File: config.mk
export PLATFORM = sky130hd
export DESIGN_NAME = disk_write_serializer
export DESIGN_NICKNAME = d
export VERILOG_FILES = /design/src/rtl/dws_pkg.sv /design/src/rtl/dws_phase_fsm.sv /design/src/rtl/dws_cell_timer.sv /design/src/rtl/dws_shift_path.sv /design/src/rtl/disk_write_serializer.sv
export SDC_FILE = /design/constraint.sdc
export NUM_CORES = 1
export LEC_CHECK = 0
export ABC_AREA = 1
export BUFFER_PORTS_ARGS = -buffer_cell sky130_fd_sc_hd__buf_2
export CAP_MARGIN = 20
export CORE_MARGIN = 2
export CORE_UTILIZATION = 55
export CTS_CLUSTER_SIZE = 8
export DETAILED_ROUTE_END_ITERATION = 8
export GPL_TIMING_DRIVEN = 0
export PLACE_DENSITY = 0.85
export SYNTH_ARGS = -nofsm -noshare
export SYNTH_HDL_FRONTEND = slang
export SYNTH_SLANG_ARGS = --single-unit
File: constraint.sdc
create_clock -name clk -period 2.8 [get_ports clk]
set_input_delay 0.56 -clock clk [delete_from_list [all_inputs] [get_ports clk]]
set_output_delay 0.56 -clock clk [all_outputs]
set_load 0.05 [all_outputs]
File: src/rtl/dws_pkg.sv
package dws_pkg;
    typedef enum logic [1:0] {
        PH_IDLE  = 2'd0,
        PH_SENSE = 2'd1,
        PH_WRITE = 2'd2,
        PH_DONE  = 2'd3
    } phase_t;
endpackage

File: src/rtl/dws_phase_fsm.sv
module dws_phase_fsm
    import dws_pkg::*;
(
    input  logic   clk,
    input  logic   rst_n,
    input  logic   mode_wr,
    input  logic   mode_chk,
    input  logic   underrun_evt,
    output phase_t phase,
    output logic   start_evt
);
    phase_t phase_q;
    phase_t phase_d;

    // state register
    always_ff @(posedge clk) begin
        if (!rst_n) begin
            phase_q <= PH_IDLE;
        end else begin
            phase_q <= phase_d;
        end
    end

    // next-state logic
    always_comb begin
        phase_d = phase_q;
        unique case (phase_q)
            PH_WRITE: begin
                // switches locked out while the drive is writing
                if (underrun_evt) phase_d = PH_DONE;
            end
            PH_SENSE: begin
                if (mode_chk)      phase_d = PH_SENSE;
                else if (mode_wr)  phase_d = PH_WRITE;
                else               phase_d = PH_IDLE;
            end
            PH_IDLE, PH_DONE: begin
                if (mode_chk)      phase_d = PH_SENSE;
                else if (!mode_wr) phase_d = PH_IDLE;
            end
            default: phase_d = PH_IDLE;
        endcase
    end

    // outputs
    always_comb begin
        phase     = phase_q;
        start_evt = (phase_q == PH_SENSE) && mode_wr && !mode_chk;
    end
endmodule

File: src/rtl/dws_cell_timer.sv
module dws_cell_timer #(
    parameter int BLW = 6
) (
    input  logic           clk,
    input  logic           rst_n,
    input  logic           run,
    input  logic [BLW-1:0] bit_len,
    output logic           cell_end
);
    localparam int CW = BLW + 1;

    logic [BLW-1:0] cyc_q;
    logic [CW-1:0]  cyc_next;

    assign cyc_next = {1'b0, cyc_q} + CW'(1);
    assign cell_end = run && (cyc_next >= {1'b0, bit_len});

    always_ff @(posedge clk) begin
        if (!rst_n || !run || cell_end) begin
            cyc_q <= '0;
        end else begin
            cyc_q <= cyc_next[BLW-1:0];
        end
    end
endmodule

File: src/rtl/dws_shift_path.sv
module dws_shift_path
    import dws_pkg::*;
#(
    parameter int DW = 8
) (
    input  logic          clk,
    input  logic          rst_n,
    input  phase_t        phase,
    input  logic          start_evt,
    input  logic          cell_end,
    input  logic          strobe_ok,
    input  logic [DW-1:0] host_byte,
    input  logic          sense_in,
    output logic [DW-1:0] shreg,
    output logic          ready,
    output logic          ok,
    output logic          underrun_evt
);
    localparam int NW = $clog2(DW + 1);

    logic [DW-1:0] hold_q;
    logic [NW-1:0] left_q;
    logic          last_bit;

    assign last_bit     = (left_q == NW'(1));
    assign underrun_evt = (phase == PH_WRITE) && cell_end && last_bit && ready;

    always_ff @(posedge clk) begin
        if (!rst_n) begin
            shreg  <= '0;
            hold_q <= '0;
            left_q <= '0;
            ready  <= 1'b1;
            ok     <= 1'b1;
        end else begin
            if (start_evt) begin
                shreg  <= hold_q;
                left_q <= NW'(DW);
                ready  <= 1'b1;
                ok     <= 1'b1;
            end else if (phase == PH_SENSE) begin
                shreg <= {sense_in, shreg[DW-1:1]};
            end else if (phase == PH_WRITE && cell_end) begin
                if (last_bit) begin
                    if (!ready) begin
                        shreg  <= hold_q;
                        left_q <= NW'(DW);
                    end else begin
                        shreg  <= shreg << 1;
                        ok     <= 1'b0;
                        left_q <= '0;
                    end
                    ready <= 1'b1;
                end else begin
                    shreg  <= shreg << 1;
                    left_q <= left_q - NW'(1);
                end
            end
            // host strobe overrides a boundary in the same cycle
            if (strobe_ok) begin
                hold_q <= host_byte;
                ready  <= 1'b0;
            end
        end
    end
endmodule

File: src/rtl/disk_write_serializer.sv
module disk_write_serializer
    import dws_pkg::*;
#(
    parameter int BLW = 6,
    parameter int DW  = 8
) (
    input  logic           clk,
    input  logic           rst_n,
    input  logic [BLW-1:0] bit_len,
    input  logic [DW-1:0]  host_byte,
    input  logic           host_wr,
    input  logic           mode_wr,
    input  logic           mode_chk,
    input  logic           sense_in,
    output logic           wr_bit,
    output logic           wr_active,
    output logic           buf_ready,
    output logic           no_underrun,
    output logic [DW-1:0]  sense_byte
);
    phase_t        phase_q;
    logic          start_evt;
    logic          underrun_evt;
    logic          cell_end;
    logic          strobe_ok;
    logic [DW-1:0] shreg;

    assign strobe_ok = host_wr && mode_wr && mode_chk;

    dws_phase_fsm u_fsm (
        .clk          (clk),
        .rst_n        (rst_n),
        .mode_wr      (mode_wr),
        .mode_chk     (mode_chk),
        .underrun_evt (underrun_evt),
        .phase        (phase_q),
        .start_evt    (start_evt)
    );

    dws_cell_timer #(.BLW(BLW)) u_timer (
        .clk      (clk),
        .rst_n    (rst_n),
        .run      (phase_q == PH_WRITE),
        .bit_len  (bit_len),
        .cell_end (cell_end)
    );

    dws_shift_path #(.DW(DW)) u_path (
        .clk          (clk),
        .rst_n        (rst_n),
        .phase        (phase_q),
        .start_evt    (start_evt),
        .cell_end     (cell_end),
        .strobe_ok    (strobe_ok),
        .host_byte    (host_byte),
        .sense_in     (sense_in),
        .shreg        (shreg),
        .ready        (buf_ready),
        .ok           (no_underrun),
        .underrun_evt (underrun_evt)
    );

    always_comb begin
        wr_active  = (phase_q == PH_WRITE);
        wr_bit     = wr_active && shreg[DW-1];
        sense_byte = (phase_q == PH_SENSE) ? shreg : '0;
    end
endmodule

==> results of run 1 <==
-- flip-flops by register name, summed over array words and instances (netlist names) --
name	flops
u_path.hold_q	8
u_timer.cyc_q	6
u_path.ready	1
u_path.shreg	8
u_path.left_q	4
u_path.ok	1
u_fsm.phase	2
-- metal layers --
layer / vias to the layer above / global-route usage (%) / wire, µm
met2: 61 / 37.8 / 1720
li1: 913 / - / -
met4: 0 / 11.8 / 89
met1: 744 / 25.0 / 1540
met3: 14 / 7.89 / 248
met5: - / 0 / 0
-- worst min-delay path by stage --
stage | from | endpoint | slack [ps] | cells after the start
2_1_floorplan | u_path.hold_q[1]$_SDFFE_PN0P_ | u_path.hold_q[1]$_SDFFE_PN0P_ | 420 | 2
3_3_place_gp | u_path.hold_q[0]$_SDFFE_PN0P_ | u_path.hold_q[0]$_SDFFE_PN0P_ | 430 | 2
3_5_place_dp | u_path.hold_q[5]$_SDFFE_PN0P_ | u_path.hold_q[5]$_SDFFE_PN0P_ | 440 | 2
4_1_cts | u_path.hold_q[5]$_SDFFE_PN0P_ | u_path.hold_q[5]$_SDFFE_PN0P_ | 450 | 2
5_1_grt | u_path.hold_q[5]$_SDFFE_PN0P_ | u_path.hold_q[5]$_SDFFE_PN0P_ | 480 | 2
6_report | u_path.hold_q[5]$_SDFFE_PN0P_ | u_path.hold_q[5]$_SDFFE_PN0P_ | 450 | 2
-- kinds of logic (layout without fill, tap and decap cells) --
kind of cell,Yosys count,in the layout,synth area share (%)
xor gates and xnor gates,4,4,1.96
and+or+nand+nor,129,129,32.8
adders and majority gates,11,11,7.70
AOI/OAI and AO/OA,39,39,11.4
buffers and inverters,56,93,12.5
DFF,30,30,33.6
-- worst reg2reg max path, delay by kind of cell (launching register included) --
| kind | cells | cell delay, ps |
|---|---|---|
| xor gates and xnor gates | 1 | 200 |
| DFF | 1 | 380 |
| adders and majority gates | 2 | 520 |
| buffers and inverters | 1 | 70 |
| and+or+nand+nor | 10 | 1130 |
-- final cells by class --
cell class	instances	area [µm²]	share of cell area, %
buffer	7	40.0	1.97
inverter	49	184	9.03
timing repair buffer	30	150	7.37
tap	44	55.1	2.70
multi-input combinational	183	962	47.2
sequential	30	601	29.5
clock buffer	7	45.0	2.21
-- placed cells by master, fill, tap and decap left out --
cell type / instances
nor2_4: 1
nand2_1: 64
buf_2: 32
nand2_4: 3
o22ai_1: 5
nand4_1: 4
dfxtp_1: 30
inv_1: 49
buf_6: 1
nand3b_1: 3
o21bai_1: 1
a21oi_1: 20
clkbuf_4: 5
ha_1: 11
nand2_2: 4
nor3_1: 1
nand3_1: 12
nand3_2: 3
xor2_1: 4
clkbuf_1: 5
nor2_2: 2
nor2_1: 32
buf_4: 1
o21ai_0: 13
-- power breakdown --
part | internal, mW | switching [mW]
sequential | 0.488 | 0.0400
clock | 0.0945 | 0.141
combinational | 0.197 | 0.383
total | 0.779 | 0.564
-- per-stage QoR --
step                      cells  hold WS (ps)  setup WS (ps)  total power [mW]  cell area (µm²)
final                       350           450            424              1.34             2040
after global routing        350           475            179              1.45             2040
after CTS                   350           452            418              1.34             2040
after detailed placement    343           438            436              1.11             1990
after global placement      343           434            467              1.09             1990
after floorplan             269           423            648             0.989             1790
==> impl_metrics.toml, run 1 <==
[setup_path]
path_buf_inv = 1
critPathCapture = "u_timer.cyc_q[2]$_SDFF_PP0_"
ff2ff_path_depth = 14
cp.arrival_ps = 2620
crit_path_top_delay_cell = "dfxtp_1"
cp_common_cell = "nand2_1"
regToRegSetupSlack_ps = 420
critPathRequiredTime_ps = 3040
worstSetupStartpoint = "u_timer.cyc_q[0]$_SDFF_PP0_"
path_cells = "ha_1 -> nand3_2 -> xor2_1 -> inv_1 -> ha_1 -> nand2_1 -> nand2_1 -> nand2_1 -> nand2_1 -> nor2_1 -> nand2_4 -> nand2_4 -> nand3_1 -> nor3_1"
r2r_end = "u_timer.cyc_q[2]$_SDFF_PP0_"
max_stage_delay_ps = 380
cp-end-kind = "flip-flop"
path_class = "flip-flop to flip-flop"
start_kind = "flip-flop"
cp_max_fo = 6
cp.depth = 14
path_delay_family = "simple AND/OR/NAND/NOR gates"
r2r_start = "u_timer.cyc_q[0]$_SDFF_PP0_"

[power]
power_density_nw_per_um2 = 659
vdd_drop_max_mv = 0.366
p_leak_nw = 1.08

[synth]
avgSynthCellArea_um2 = 6.64
synth-edff-count = 0
postSynthCellCount = 269
ys.flop_type = "dfxtp_1"
ys_seq_area_share_pct = 33.6
ys_seq_elements = 30
synth_nets = 300
synthArstFlopShare_pct = 0
synth_largest_area_cell = "dfxtp_1"
yosys.area.top_type_share_pct = 33.6
synth.distinct_cells = 23
synth_area_leaders = "dfxtp_1 34%, nand2_1 13%, inv_1 10%, ha_1 7.7%, nor2_1 6.7%"
ys_top_cells_by_count = "64 x nand2_1, 49 x inv_1, 32 x nor2_1"
yosysMostFrequentCell = "nand2_1"
yosys_warnings = 0
synth_area_um2 = 1790

[floorplan]
fp.dieW_um = 61.0
rows = 20
start_util_pct = 58.0
die_y_um = 61.0
core_area_um2 = 3080
dieArea_um2 = 3720
ios = 32

[cts]
postCtsSetupRepairBufs = 0
numCtsBuffers = 5
clk_pin_slew_ps = 90
root_buffer = "clkbuf_4"
clock_latency_ps = 330
cts_tree = "yes"
ctsHoldBuffers = 0
max-clock-path-buffers = 2
post_cts_resized = 0
htree_num_levels = 2
cts_sinks = 30

[final_layout]
diodes = 0
utilization_pct = 66.2
drive_gt1_share_pct = 17.0
nFillCells = 315
area_growth_pct = 14.0
nNetsFinal = 337

[timing]
min_period_ps = 2380
setup_tns_ps = 0
drv_slew = 0
relSlewSlack_pct = 70.4
tightestPinTransition_ps = 444
finalClockSkew_ps = 9.93
rsz0062_at_grt = "no"
maxClockFrequency_ghz = 0.421
finalHoldViolations = 0
period_share_pct = 84.9
setup_violations = 0

[place]
port_buffers = 30
place_congestion = 0.855
dpl.hpwl_um = 2770

[detailed_routing]
drc = 0
drt-total-wl_um = 3600
routedWlPerCell_um = 10.3
num_vias = 1732
viasPerCell = 4.95
drt_pre_antenna_iters = 5
drtAntennaViolNets = 0
first_iter_violations = 46

[global_route]
track_usage_pct = 22.5
grt_pass1_wl_um = 6180
antenna_found_initial = 0
grt_max_degree = 11
grt_pass1_vias = 1552
overflow = 0

[run]
drv_cap = 0

[status]
status = "finished, final reports clean"

[hold_path]
min_path_type = "flip-flop to flip-flop"
No activity file was read; power rests on OpenSTA's default activity.
==> run 2: changes to the inputs <==
--- a/config.mk
+++ b/config.mk
@@ -5,15 +5,15 @@
 export SDC_FILE = /design/constraint.sdc
 export NUM_CORES = 1
 export LEC_CHECK = 0
-export ABC_AREA = 1
+export ABC_AREA = 0
 export BUFFER_PORTS_ARGS = -buffer_cell sky130_fd_sc_hd__buf_2
 export CAP_MARGIN = 20
 export CORE_MARGIN = 2
-export CORE_UTILIZATION = 55
+export CORE_UTILIZATION = 50
 export CTS_CLUSTER_SIZE = 8
 export DETAILED_ROUTE_END_ITERATION = 8
 export GPL_TIMING_DRIVEN = 0
-export PLACE_DENSITY = 0.85
+export PLACE_DENSITY = 0.82
 export SYNTH_ARGS = -nofsm -noshare
 export SYNTH_HDL_FRONTEND = slang
 export SYNTH_SLANG_ARGS = --single-unit
==> constraint.sdc (replaced) <==
create_clock -name clk -period 2 [get_ports clk]
set_input_delay 0.4 -clock clk [delete_from_list [all_inputs] [get_ports clk]]
set_output_delay 0.4 -clock clk [all_outputs]
set_load 0.05 [all_outputs]
==> run 2 against run 1 <==
  * The flow now finishes with violations (setup timing)
  * Synthesized area down 2.2%
  * Synthesized cell count down 25%
  * Non-clock buffer count up 7
  * Sequential cell count unchanged
  * Sequential power up 41%
  * Register-to-register slack worse by 650 ps
  * Sequential share of layout area down 3.8 points
  * Cell count down 16%
==> impl_metrics.toml, run 2 <==
[power]
vdd_drop_max_mv = 0.640
power_density_nw_per_um2 = 1020
power.total_mw = 2.42
p_leak_nw = 0.967

[synth]
synthMuxAreaShare_pct = 6.95
synth_area_um2 = 1750
synth-edff-count = 0
synth_area_leaders = "dfxtp_1 34%, ha_1 7.9%, nand2_1 6.4%, mux2i_1 6.3%, a21oi_1 4.6%"
synth_compound_area_share_pct = 20.9
ys_top_cells_by_count = "30 x dfxtp_1, 30 x nand2_1, 16 x a21oi_1"
avgSynthCellArea_um2 = 8.65
yosys_warnings = 0
ys_seq_area_share_pct = 34.4
synth_nets = 233
synth.distinct_cells = 43
ys.flop_type = "dfxtp_1"
synth_adder_area_share_pct = 7.88
synthArstFlopShare_pct = 0
yosys.area_share.xor_xnor_pct = 2.01
synth_top_family_by_area = "simple AND/OR/NAND/NOR gates"
synth-simple-area-share_pct = 22.5
postSynthCellCount = 202
synth_largest_area_cell = "dfxtp_1"
yosys.area.top_type_share_pct = 34.4
ys_seq_elements = 30

[status]
violations = "setup timing"
status = "finished, violations left"

[cts]
cts_sinks = 30
cts_tree = "yes"
root_buffer = "clkbuf_4"
numCtsBuffers = 5
max-clock-path-buffers = 2
clk_pin_slew_ps = 100
htree_num_levels = 2
clock_latency_ps = 350
ctsHoldBuffers = 0

[setup_path]
cp_common_cell = "and3_4"
crit_path_top_delay_cell = "dfxtp_4"
regToRegSetupSlack_ps = -230
path_class = "flip-flop to flip-flop"
r2r_start = "u_timer.cyc_q[0]$_SDFF_PP0_"
cp_max_fo = 3
critPathRequiredTime_ps = 2250
max_stage_delay_ps = 380
start_kind = "flip-flop"
cp-end-kind = "flip-flop"
cp.arrival_ps = 2480
r2r_end = "u_fsm.phase[1]$_SDFFE_PN0P_"
path_cells = "buf_6 -> and3_4 -> nand3_4 -> xnor2_2 -> ha_1 -> and3_4 -> a31oi_1 -> a21oi_1 -> o32ai_2"
ff2ff_path_depth = 9
path_buf_inv = 1
worstSetupStartpoint = "u_timer.cyc_q[0]$_SDFF_PP0_"
path_delay_family = "compound AO/OA/AOI/OAI gates"

[floorplan]
rows = 21
dieArea_um2 = 3980
core_area_um2 = 3340
start_util_pct = 52.3
fp.dieW_um = 63.1
ios = 32
die_y_um = 63.1

[timing]
relSlewSlack_pct = 66.1
setup_tns_ps = -2860
finalHoldViolations = 0
period_share_pct = 111
min_period_ps = 2230
rsz0062_at_grt = "yes"
setup_violations = 22
maxClockFrequency_ghz = 0.449
finalHoldWorstSlack_ps = 276
drv_slew = 0
fin_ws_ps = -228
tightestPinTransition_ps = 509
finalClockSkew_ps = 8.72

[final_layout]
drive_gt1_share_pct = 34.3
nFillCells = 252
reg_top3 = "u_path.hold_q: 8 flops, u_path.shreg: 8 flops, u_timer.cyc_q: 6 flops"
area_growth_pct = 35.7
multi_input_area_um2 = 1240
utilization_pct = 71.0
final_area_um2 = 2370
final_common_cell = "nand2_1"
diodes = 0
instances_no_fill = 294
nNetsFinal = 278
register_area_um2 = 609
final_cell_mix = "30 x nand2_1, 27 x dfxtp_1, 23 x buf_2"

[global_route]
overflow = 0
grt_use_met3_pct = 4.82
grt_busiest_layer = "met2"
track_usage_pct = 23.9
grtUsageMet1_pct = 30.3
grt_max_degree = 11
grt_pass1_vias = 1542
grt_pass1_wl_um = 7420
antenna_found_initial = 0
grt_use_met2_pct = 38.2

[detailed_routing]
num_vias = 1658
drt-total-wl_um = 4690
first_iter_violations = 96
drc = 0
drt_pre_antenna_iters = 4
drtAntennaViolNets = 0
viasPerCell = 5.64
routedWlPerCell_um = 16.0

[run]
drv_cap = 0

[place]
place_inst = 278
place_congestion = 0.822
port_buffers = 30
place_area_um2 = 1970
post-place-ws_ps = -277
dpl.hpwl_um = 2770

[hold_path]
hold_end = "u_path.hold_q[6]$_SDFFE_PN0P_"
min_path_type = "input pin to flip-flop"
whs_path_depth = 3
hold_start = "host_byte[6]"
-- run 2: cell count changes after synthesis, sizes merged, moves of 5 or more --
| cell | change |
|---|---|
| nand3 | -5 |
| o22ai | -5 |
| nor2b | +6 |
| nand2 | -41 |
| inv | -35 |
| mux2i | +11 |
| nor2 | -29 |
| and2 | +10 |
| o221a | +6 |
-- run 2: logic make-up (layout without fill, tap and decap cells) --
logic type / Yosys count / in the layout
AOI/OAI and AO/OA: 50 / 50
xor gates and xnor gates: 4 / 4
adders and majority gates: 11 / 11
buffers and inverters: 21 / 67
DFF: 30 / 30
muxes: 12 / 12
and+or+nand+nor: 74 / 74
-- run 2: area by class of cell --
class,count,area share (%)
plain buffers,6,1.16
clock inverters,2,2.53
multi-input cells,151,52.5
repair buffers,38,10.6
well taps,46,2.43
flip-flops and latches,30,25.7
clock buffers,6,2.16
inverters,15,2.96
-- run 2: how the worst max path moves through the flow --
stage	to	slack (ps)	cells after the start
after global routing	u_fsm.phase[1]$_SDFFE_PN0P_	-250	9
after floorplan	u_path.left_q[1]$_SDFFE_PP0P_	10	9
final	u_fsm.phase[1]$_SDFFE_PN0P_	-230	9
after global placement	u_timer.cyc_q[5]$_SDFF_PP0_	-210	9
after detailed placement	u_timer.cyc_q[3]$_SDFF_PP0_	-280	9
after CTS	u_path.shreg[7]$_SDFFE_PN0P_	-110	11
-- run 2: timing repair --
action / CTS / global route
buffers inserted: 8 / 1
gates resized for setup: 24 / 22
endpoints found under the setup margin: 30 / 30
pin swaps: 15 / 8
-- run 2: routing by layer --
metal  up-vias  share of wire, %  routed length, µm
met1       776                43               2040
met5         -                 0                  0
met4         0               2.8                130
met2        68                49               2300
li1        801                 -                  -
met3        13               4.9                228
-- run 2: power by group --
| group | switching, mW | leakage (nW) | internal, mW | total, mW |
|---|---|---|---|---|
| Combinational | 0.575 | 0.663 | 0.442 | 1.02 |
| Clock | 0.230 | 0.0585 | 0.423 | 0.653 |
| Sequential | 0.0760 | 0.246 | 0.671 | 0.747 |
| Total | 0.881 | 0.967 | 1.54 | 2.42 |
-- run 2: tightest hold or removal path: cells and delay by family --
family / cells / cell delay, ps
AOI/OAI and AO/OA: 1 / 50
and+or+nand+nor: 1 / 40
buffers and inverters: 1 / 90
